--- src/rtl/color_seq_pkg.sv ---
package color_seq_pkg;
  localparam int NCH = 3;
  typedef logic [NCH-1:0] chan_t;

  localparam chan_t CH_RED  = 3'b100;
  localparam chan_t CH_BLUE = 3'b001;

  // fwd: R->G->B ; rev: B->G->R
  function automatic chan_t chan_step(input chan_t cur, input logic fwd);
    return fwd ? {cur[0], cur[NCH-1:1]} : {cur[NCH-2:0], cur[NCH-1]};
  endfunction
endpackage

--- src/rtl/seq_regs.sv ---
module seq_regs #(
  parameter int DATA_W    = 9,
  parameter int ADDR_W    = 3,
  parameter int CFG_ADDR  = 0,
  parameter int SEL_ADDR  = 1,
  parameter int MODE_BIT  = 5,
  parameter int PD_BIT    = 2,
  parameter int ORDER_BIT = 7,
  parameter int PICK_LSB  = 4
) (
  input  logic                       clk_i,
  input  logic                       rst_ni,
  input  logic                       wr_en_i,
  input  logic [ADDR_W-1:0]          wr_addr_i,
  input  logic [DATA_W-1:0]          wr_data_i,
  output logic                       sh_mode_o,
  output logic                       pd_o,
  output logic                       sh_order_o,
  output color_seq_pkg::chan_t       pick_o
);
  import color_seq_pkg::*;

  localparam logic [DATA_W-1:0] USED_MASK =
    DATA_W'((1 << MODE_BIT) | (1 << PD_BIT) | (1 << ORDER_BIT) | (((1 << NCH) - 1) << PICK_LSB));

  logic cfg_we, sel_we;
  logic unused_bits;

  assign cfg_we = wr_en_i && (wr_addr_i == ADDR_W'(CFG_ADDR));
  assign sel_we = wr_en_i && (wr_addr_i == ADDR_W'(SEL_ADDR));
  assign unused_bits = ^(wr_data_i & ~USED_MASK);

  always_ff @(posedge clk_i or negedge rst_ni) begin
    if (!rst_ni) begin
      sh_mode_o  <= 1'b1;
      pd_o       <= 1'b0;
      sh_order_o <= 1'b1;
      pick_o     <= CH_RED;
    end else begin
      if (cfg_we) begin
        sh_mode_o <= wr_data_i[MODE_BIT];
        pd_o      <= wr_data_i[PD_BIT];
      end
      if (sel_we) begin
        sh_order_o <= wr_data_i[ORDER_BIT];
        pick_o     <= wr_data_i[PICK_LSB +: NCH];
      end
    end
  end
endmodule

--- src/rtl/chan_prio.sv ---
module chan_prio #(
  parameter int N = 3
) (
  input  logic [N-1:0] req_i,
  output logic [N-1:0] gnt_o
);
  // highest index wins
  for (genvar i = 0; i < N; i++) begin : g_bit
    if (i == N-1) begin : g_top
      assign gnt_o[i] = req_i[i];
    end else begin : g_low
      assign gnt_o[i] = req_i[i] & ~|req_i[N-1:i+1];
    end
  end
endmodule

--- src/rtl/seq_core.sv ---
module seq_core (
  input  logic                  clk_i,
  input  logic                  rst_ni,
  input  logic                  stb_i,
  input  logic                  sync_i,
  input  logic                  pd_i,
  input  logic                  sh_mode_i,
  input  logic                  sh_order_i,
  input  color_seq_pkg::chan_t  pick_i,
  output color_seq_pkg::chan_t  chan_o,
  output logic                  act_mode_o,
  output logic                  act_order_o
);
  import color_seq_pkg::*;

  chan_t chan_n;
  logic  mode_n, order_n;

  always_comb begin
    mode_n  = act_mode_o;
    order_n = act_order_o;
    chan_n  = chan_o;
    if (!pd_i) begin
      if (sync_i) begin
        mode_n  = sh_mode_i;
        order_n = sh_order_i;
      end
      if (!mode_n)     chan_n = pick_i;
      else if (sync_i) chan_n = order_n ? CH_RED : CH_BLUE;
      else if (stb_i)  chan_n = chan_step(chan_o, order_n);
    end
  end

  always_ff @(posedge clk_i or negedge rst_ni) begin
    if (!rst_ni) begin
      chan_o      <= CH_RED;
      act_mode_o  <= 1'b1;
      act_order_o <= 1'b1;
    end else begin
      chan_o      <= chan_n;
      act_mode_o  <= mode_n;
      act_order_o <= order_n;
    end
  end
endmodule

--- src/rtl/color_seq.sv ---
module color_seq #(
  parameter int DATA_W   = 9,
  parameter int ADDR_W   = 3,
  parameter int CFG_ADDR = 0,
  parameter int SEL_ADDR = 1
) (
  input  logic              clk_i,
  input  logic              rst_ni,
  input  logic              wr_en_i,
  input  logic [ADDR_W-1:0] wr_addr_i,
  input  logic [DATA_W-1:0] wr_data_i,
  input  logic              smp_stb_i,
  input  logic              sync_i,
  output logic [2:0]        chan_sel_o,
  output logic              tri_mode_o,
  output logic              pwr_dn_o
);
  import color_seq_pkg::*;

  logic  sh_mode, sh_order, act_order;
  chan_t pick_raw, pick;

  seq_regs #(
    .DATA_W(DATA_W), .ADDR_W(ADDR_W), .CFG_ADDR(CFG_ADDR), .SEL_ADDR(SEL_ADDR)
  ) u_regs (
    .clk_i, .rst_ni, .wr_en_i, .wr_addr_i, .wr_data_i,
    .sh_mode_o(sh_mode), .pd_o(pwr_dn_o), .sh_order_o(sh_order), .pick_o(pick_raw)
  );

  chan_prio #(.N(NCH)) u_prio (.req_i(pick_raw), .gnt_o(pick));

  seq_core u_core (
    .clk_i, .rst_ni,
    .stb_i(smp_stb_i), .sync_i, .pd_i(pwr_dn_o),
    .sh_mode_i(sh_mode), .sh_order_i(sh_order), .pick_i(pick),
    .chan_o(chan_sel_o), .act_mode_o(tri_mode_o), .act_order_o(act_order)
  );
endmodule

--- config.mk ---
export PLATFORM = sky130hd
export DESIGN_NAME = color_seq
export DESIGN_NICKNAME = d
export VERILOG_FILES = /design/src/rtl/color_seq_pkg.sv /design/src/rtl/seq_regs.sv /design/src/rtl/chan_prio.sv /design/src/rtl/seq_core.sv /design/src/rtl/color_seq.sv
export SDC_FILE = /design/constraint.sdc
export NUM_CORES = 1
export LEC_CHECK = 0
export ABC_AREA = 1
export BUFFER_PORTS_ARGS = -buffer_cell sky130_fd_sc_hd__buf_4
export CAP_MARGIN = 5
export CELL_PAD_IN_SITES_DETAIL_PLACEMENT = 0
export CELL_PAD_IN_SITES_GLOBAL_PLACEMENT = 1
export CORE_MARGIN = 2
export CORE_UTILIZATION = 33
export CTS_CLUSTER_SIZE = 40
export DETAILED_ROUTE_END_ITERATION = 16
export PLACE_DENSITY_LB_ADDON = 0.1
export SYNTH_ARGS = -nofsm -noshare
export SYNTH_HDL_FRONTEND = slang
export SYNTH_SLANG_ARGS = --single-unit
--- constraint.sdc ---
create_clock -name clk_i -period 1.3 [get_ports clk_i]
set_input_delay 0.26 -clock clk_i [delete_from_list [all_inputs] [get_ports clk_i]]
set_output_delay 0.26 -clock clk_i [all_outputs]
set_load 0.05 [all_outputs]
Word level (Yosys, flattened, before mapping) --
Cells that the tools add are included.
Word-level totals: bits in registers 11, input port bits 17
Cells by class: equality and inequality tests 2, muxes and demuxes 9, reduce and logical (&&, ||, !) cells 7, bitwise gates (word level) 3
Operators with widths (count):
- $mux W3 | 5
- $mux W1 | 4
- $eq A3 B1 Y1 const B | 1
- $logic_not A3 Y1 | 1
- $ne A3 B3 Y1 const B | 1
- $and A1 B1 Y1 | 2
- $logic_and A1 B1 Y1 | 2
- $logic_not A1 Y1 | 2
- $reduce_and A2 Y1 | 1
- $reduce_or A2 Y1 | 1
- $not A1 Y1 | 1

Depth between registers and ports, before layout --
depth in word-level cells 6, gate-level depth with buffers 7

Cells and area by module --
A second synthesis with hierarchy kept.
Unflattened totals: cells, all modules 87, area total of the unflattened synthesis 630.6 sq um
By module, submodules not included:
- seq_core | area each 340.3 sq um, cells each 51, times used 1
- seq_regs | area each 262.8 sq um, cells each 31, times used 1
- chan_prio | area each 27.5 sq um, cells each 5, times used 1

Worst setup path before layout --
OpenSTA, ideal clock, no wires.
path type register -> register, from register u_regs.pd_o, to register u_core.chan_o[1], slack 61 ps, path buffers 0, stages on the path, launching flop included 6, period minus slack after synthesis 1239 ps, data arrival time 1118 ps, cells stage by stage dfrtp_1 -> inv_1 -> nand2_2 -> inv_1 -> nor2_1 -> a21oi_1
Between the ends: cells in the longest elaborated chain, start to end 2
RTL lines:
- from (decl) | RTL line seq_regs.sv:17 | output logic pd_o,
- from (signal assigned) | RTL line seq_regs.sv:42 | pd_o <= wr_data_i[PD_BIT];
- $not A1 Y1 (no line)
- $reduce_and A2 Y1 (no line)
- to (signal assigned) | RTL line seq_core.sv:40 | chan_o <= chan_n;
- to (decl) | RTL line seq_core.sv:10 | output color_seq_pkg::chan_t chan_o,
No other way between the ends. A chain may end at the register's enable or synchronous reset.

Worst setup path in the final report --
from register u_core.chan_o[2], to output port chan_sel_o[2]
RTL lines:
- to (decl) | RTL line color_seq.sv:14 | output logic [2:0] chan_sel_o,
No word-level cell between the ends.

==> report_table.html <==
<table>
<tr><th>Metric</th><th>Value</th></tr>
<tr><th colspan="2">Setup path</th></tr>
<tr><td>Critical path cell sequence</td><td>buf_4</td></tr>
<tr><td>Kind of end point of the critical path</td><td>output pin</td></tr>
<tr><td>Startpoint of the worst register-to-register path</td><td>u_core.act_mode_o</td></tr>
<tr><td>Slowest cell on the critical path</td><td>sky130_fd_sc_hd__dfstp_2</td></tr>
<tr><td>Depth of the worst register-to-register path</td><td>6</td></tr>
<tr><td>Worst-path fanout max</td><td>3</td></tr>
<tr><td>Required time at the endpoint of the critical path</td><td>1040 ps</td></tr>
<tr><td>Kind of critical path</td><td>reg2out</td></tr>
<tr><td>Reg2reg end</td><td>u_core.chan_o[0]</td></tr>
<tr><td>Startpoint types</td><td>flip-flop</td></tr>
<tr><td>Worst Path Arrival</td><td>around 1000 ps</td></tr>
<tr><td>Cell family with most CP delay</td><td>flip-flops</td></tr>
<tr><td>Worst R2R Setup Slack</td><td>about 150 ps</td></tr>
<tr><td>Number of buffer and inverter instances along the worst setup path</td><td>1</td></tr>
<tr><td>Crit-path max cell delay</td><td>~540 ps</td></tr>
<tr><th colspan="2">Die</th></tr>
<tr><td>Die boundary height</td><td>47.28 um</td></tr>
<tr><td>Total core area</td><td>1745 um^2</td></tr>
<tr><td>Overall die area</td><td>2235 um^2</td></tr>
<tr><td>Die outline width</td><td>about 47 um</td></tr>
<tr><td>Starting density of the core</td><td>between 30% and 40%</td></tr>
<tr><td>Boundary Pins</td><td>22</td></tr>
<tr><td>Total number of placement rows</td><td>15</td></tr>
<tr><th colspan="2">Clock tree</th></tr>
<tr><td>Clock transition at the registers of the reported paths</td><td>~70 ps</td></tr>
<tr><td>Number of buffers created by CTS</td><td>3</td></tr>
<tr><td>CTS sink count</td><td>11</td></tr>
<tr><td>Clock tree buffer depth</td><td>2</td></tr>
<tr><td>CTS tree</td><td>built</td></tr>
<tr><td>Clock Latency Late Sink</td><td>roughly 280 ps</td></tr>
<tr><td>Clock H-tree levels</td><td>1</td></tr>
<tr><td>CTS Root Buffer Type</td><td>sky130_fd_sc_hd__clkbuf_4</td></tr>
<tr><th colspan="2">Yosys</th></tr>
<tr><td>Number of storage elements in the synthesis netlist</td><td>11</td></tr>
<tr><td>Syn nets</td><td>roughly 90</td></tr>
<tr><td>Count of warnings emitted by yosys</td><td>0</td></tr>
<tr><td>Number of library cell types mapped by synthesis</td><td>16</td></tr>
<tr><td>Fraction of the yosys area taken by sequential cells</td><td>about 46%</td></tr>
<tr><td>Synthesized area per cell</td><td>approximately 8 um^2</td></tr>
<tr><td>Cell area after synthesis</td><td>about 600 um^2</td></tr>
<tr><td>Number of instances in the synthesized netlist</td><td>75</td></tr>
<tr><th colspan="2">Outcome</th></tr>
<tr><td>Status</td><td>finished clean</td></tr>
<tr><th colspan="2">Finish</th></tr>
<tr><td>Diodes inserted</td><td>0</td></tr>
<tr><td>Final design instance area without fill</td><td>824.5 um^2</td></tr>
<tr><td>Fillers</td><td>192</td></tr>
<tr><td>Share of final-layout standard cells stronger than drive strength 1</td><td>a little under two fifths</td></tr>
<tr><td>Top library cells by usage in the layout, fill and taps aside</td><td>sky130_fd_sc_hd__nand2_1, sky130_fd_sc_hd__buf_4, sky130_fd_sc_hd__inv_1, sky130_fd_sc_hd__nor2_1, sky130_fd_sc_hd__dfstp_2</td></tr>
<tr><td>Count of placed standard cells in the final layout, fillers left out</td><td>123</td></tr>
<tr><td>Most frequent standard cell in the layout excluding fill and tap cells</td><td>sky130_fd_sc_hd__nand2_1</td></tr>
<tr><td>Layout Nets</td><td>116</td></tr>
<tr><td>Area added between synthesis and finish</td><td>33.40%</td></tr>
<tr><th colspan="2">Power</th></tr>
<tr><td>Combinational group share of total power</td><td>48.8%</td></tr>
<tr><td>Sw Share</td><td>44.22%</td></tr>
<tr><td>Reported leakage power</td><td>0.4312 nW</td></tr>
<tr><td>Power share of the clock group</td><td>15.0%</td></tr>
<tr><td>Total Power</td><td>approximately 1.6 mW</td></tr>
<tr><td>Power per cell area</td><td>1957 nW/um^2</td></tr>
<tr><td>Psw</td><td>just over 700 uW</td></tr>
<tr><td>VDD IR max</td><td>roughly 0.66 mV</td></tr>
<tr><td>Relative contribution of sequential cells to total power</td><td>36.2%</td></tr>
<tr><td>Total internal power</td><td>about 900 uW</td></tr>
<tr><th colspan="2">Route</th></tr>
<tr><td>Via-to-Cell Ratio</td><td>4.350</td></tr>
<tr><td>Via count</td><td>approximately 540</td></tr>
<tr><td>Number of routed nets with antenna violations</td><td>0</td></tr>
<tr><td>DRT iter0 DRCs</td><td>14</td></tr>
<tr><td>Total wirelength of the detailed-routed design</td><td>1252 um</td></tr>
<tr><td>Router iterations before antenna repair</td><td>3</td></tr>
<tr><td>Routed wire length per instance</td><td>approximately 10 um</td></tr>
<tr><td>Remaining design rule violation count</td><td>0</td></tr>
<tr><th colspan="2">Placed design</th></tr>
<tr><td>Detailed placer's ending HPWL</td><td>around 950 um</td></tr>
<tr><td>Post-placement cell count</td><td>roughly 120</td></tr>
<tr><td>Placer congestion estimate</td><td>0.7438</td></tr>
<tr><td>Number of port buffers</td><td>17</td></tr>
<tr><td>Cell area after placement</td><td>777.0 um^2</td></tr>
<tr><th colspan="2">STA</th></tr>
<tr><td>Worst Hold Slack</td><td>slightly above 200 ps</td></tr>
<tr><td>Final Cycle Share</td><td>between 90% and 100%</td></tr>
<tr><td>Max Freq</td><td>~790 MHz</td></tr>
<tr><td>RSZ-0062 raised after global routing</td><td>no</td></tr>
<tr><td>Slew @ Worst Pin</td><td>approximately 270 ps</td></tr>
<tr><td>Total setup violations reported at the end of the flow</td><td>0</td></tr>
<tr><td>Final number of hold-violating endpoints</td><td>0</td></tr>
<tr><td>Slew margin rel.</td><td>around 80%</td></tr>
<tr><td>Setup Total Neg Slack</td><td>0 ps</td></tr>
<tr><td>Count of final max-slew check failures</td><td>0</td></tr>
<tr><td>Final Skew</td><td>4.738 ps</td></tr>
<tr><td>Shortest clock period the worst path allows after layout</td><td>about 1300 ps</td></tr>
<tr><th colspan="2">Worst hold path</th></tr>
<tr><td>Depth of the worst hold-timing path</td><td>3</td></tr>
<tr><td>Type of the worst min-delay path</td><td>in2reg</td></tr>
<tr><td>Source of the worst hold timing path</td><td>wr_data_i[7]</td></tr>
<tr><td>Hold-critical path endpoint</td><td>u_regs.sh_order_o</td></tr>
<tr><th colspan="2">Global routing</th></tr>
<tr><td>Number of antenna violations at the first check in global routing</td><td>0</td></tr>
<tr><td>GRT Util Overall</td><td>13.93%</td></tr>
<tr><td>Largest net degree at the start of global routing</td><td>12</td></tr>
<tr><td>Sum of overflow across all layers after global routing</td><td>0</td></tr>
<tr><td>Via count of the first global-routing pass</td><td>roughly 490</td></tr>
<tr><td>First-pass GRT wire length</td><td>2049 um</td></tr>
<tr><th colspan="2">Flow run</th></tr>
<tr><td>Number of maximum-capacitance violations</td><td>0</td></tr>
</table>
-- kinds of logic (layout without fill, tap and decap cells) --
group,Yosys count,after routing,share of synthesized area (%)
compound gates,11,11,9.311
buf+inv,10,33,6.072
flops,11,11,45.75
simple gates,43,43,38.87
-- state kept, by name (all words and copies together) (netlist names) --
signal,cells
u_regs.pd_o,1
u_regs.pick_o,3
u_regs.sh_mode_o,1
u_core.chan_o,3
u_regs.sh_order_o,1
u_core.act_order_o,1
u_core.act_mode_o,1
-- per-stage QoR --
step           util, %  setup slack, ps
4_1_cts          47.24            19.50
5_1_grt          47.24            4.606
6_report         47.24            32.07
3_3_place_gp     44.52            213.4
2_1_floorplan        -            60.76
3_5_place_dp     44.52            217.8
-- worst min-delay path, stage by stage --
cell and delay, ps:
sky130_fd_sc_hd__buf_4 100, sky130_fd_sc_hd__inv_1 40, sky130_fd_sc_hd__o21ai_0 70
-- power groups by stage --
stage / combinational, mW / clock (mW) / sequential [mW]
after detailed placement: 0.740 / 0 / 0.616
after CTS: 0.796 / 0.252 / 0.592
after global routing: 0.863 / 0.266 / 0.607
after floorplan: 0.303 / 0 / 0.837
after global placement: 0.738 / 0 / 0.611
final: 0.788 / 0.241 / 0.585
-- final cells by class --
type | count | area (um^2) | share of cell area, %
tap | 25 | 31.28 | 3.794
timing repair buffer | 19 | 148.9 | 18.06
multi-input combinational | 54 | 297.8 | 36.12
sequential | 11 | 282.8 | 34.29
clock buffer | 4 | 26.28 | 3.187
inverter | 10 | 37.54 | 4.552
-- layer usage --
metal | track usage, % | up-vias | routed length, um
li1 | - | 286 | -
met1 | 17.06 | 230 | 594
met2 | 21.89 | 14 | 572
met3 | 2.308 | 5 | 47
met4 | 10.00 | 0 | 38
met5 | 0 | - | 0
-- cells in the mapped netlist --
cell type | n | area (um^2)
sky130_fd_sc_hd__nor2_1 | 8 | 30.03
sky130_fd_sc_hd__a21oi_1 | 4 | 20.02
sky130_fd_sc_hd__dfstp_2 | 6 | 157.7
sky130_fd_sc_hd__a31oi_1 | 2 | 12.51
sky130_fd_sc_hd__nand2_1 | 19 | 71.32
sky130_fd_sc_hd__nand2_2 | 1 | 6.260
sky130_fd_sc_hd__inv_2 | 1 | 3.750
sky130_fd_sc_hd__nand3b_4 | 1 | 20.02
sky130_fd_sc_hd__inv_1 | 9 | 33.78
sky130_fd_sc_hd__nand3b_1 | 3 | 22.52
sky130_fd_sc_hd__nand2_4 | 3 | 33.78
sky130_fd_sc_hd__o21ai_0 | 5 | 25.02
sky130_fd_sc_hd__dfrtp_1 | 5 | 125.1
sky130_fd_sc_hd__nand3_2 | 3 | 30.03
sky130_fd_sc_hd__nand3_1 | 4 | 20.02
sky130_fd_sc_hd__nor2_2 | 1 | 6.260
-- worst max path at each step --
stage,cells after the start,slack [ps],end,from
6_report,1,30,chan_sel_o[2],u_core.chan_o[2]
5_1_grt,1,5,chan_sel_o[2],u_core.chan_o[2]
4_1_cts,1,20,chan_sel_o[2],u_core.chan_o[2]
3_5_place_dp,6,220,u_core.chan_o[2],u_regs.sh_order_o
3_3_place_gp,7,210,u_core.chan_o[2],sync_i
2_1_floorplan,5,60,u_core.chan_o[1],u_regs.pd_o
-- what timing repair did --
| action | 4_1_cts | 5_1_grt |
|---|---|---|
| hold buffers | 1 | 0 |
| resized for setup | 1 | 0 |
| setup buffers | 1 | 0 |
| setup endpoints to repair | 1 | 0 |
| endpoints found under the hold margin | 5 | 0 |
Note: power is estimated with default switching activity, not from simulation.
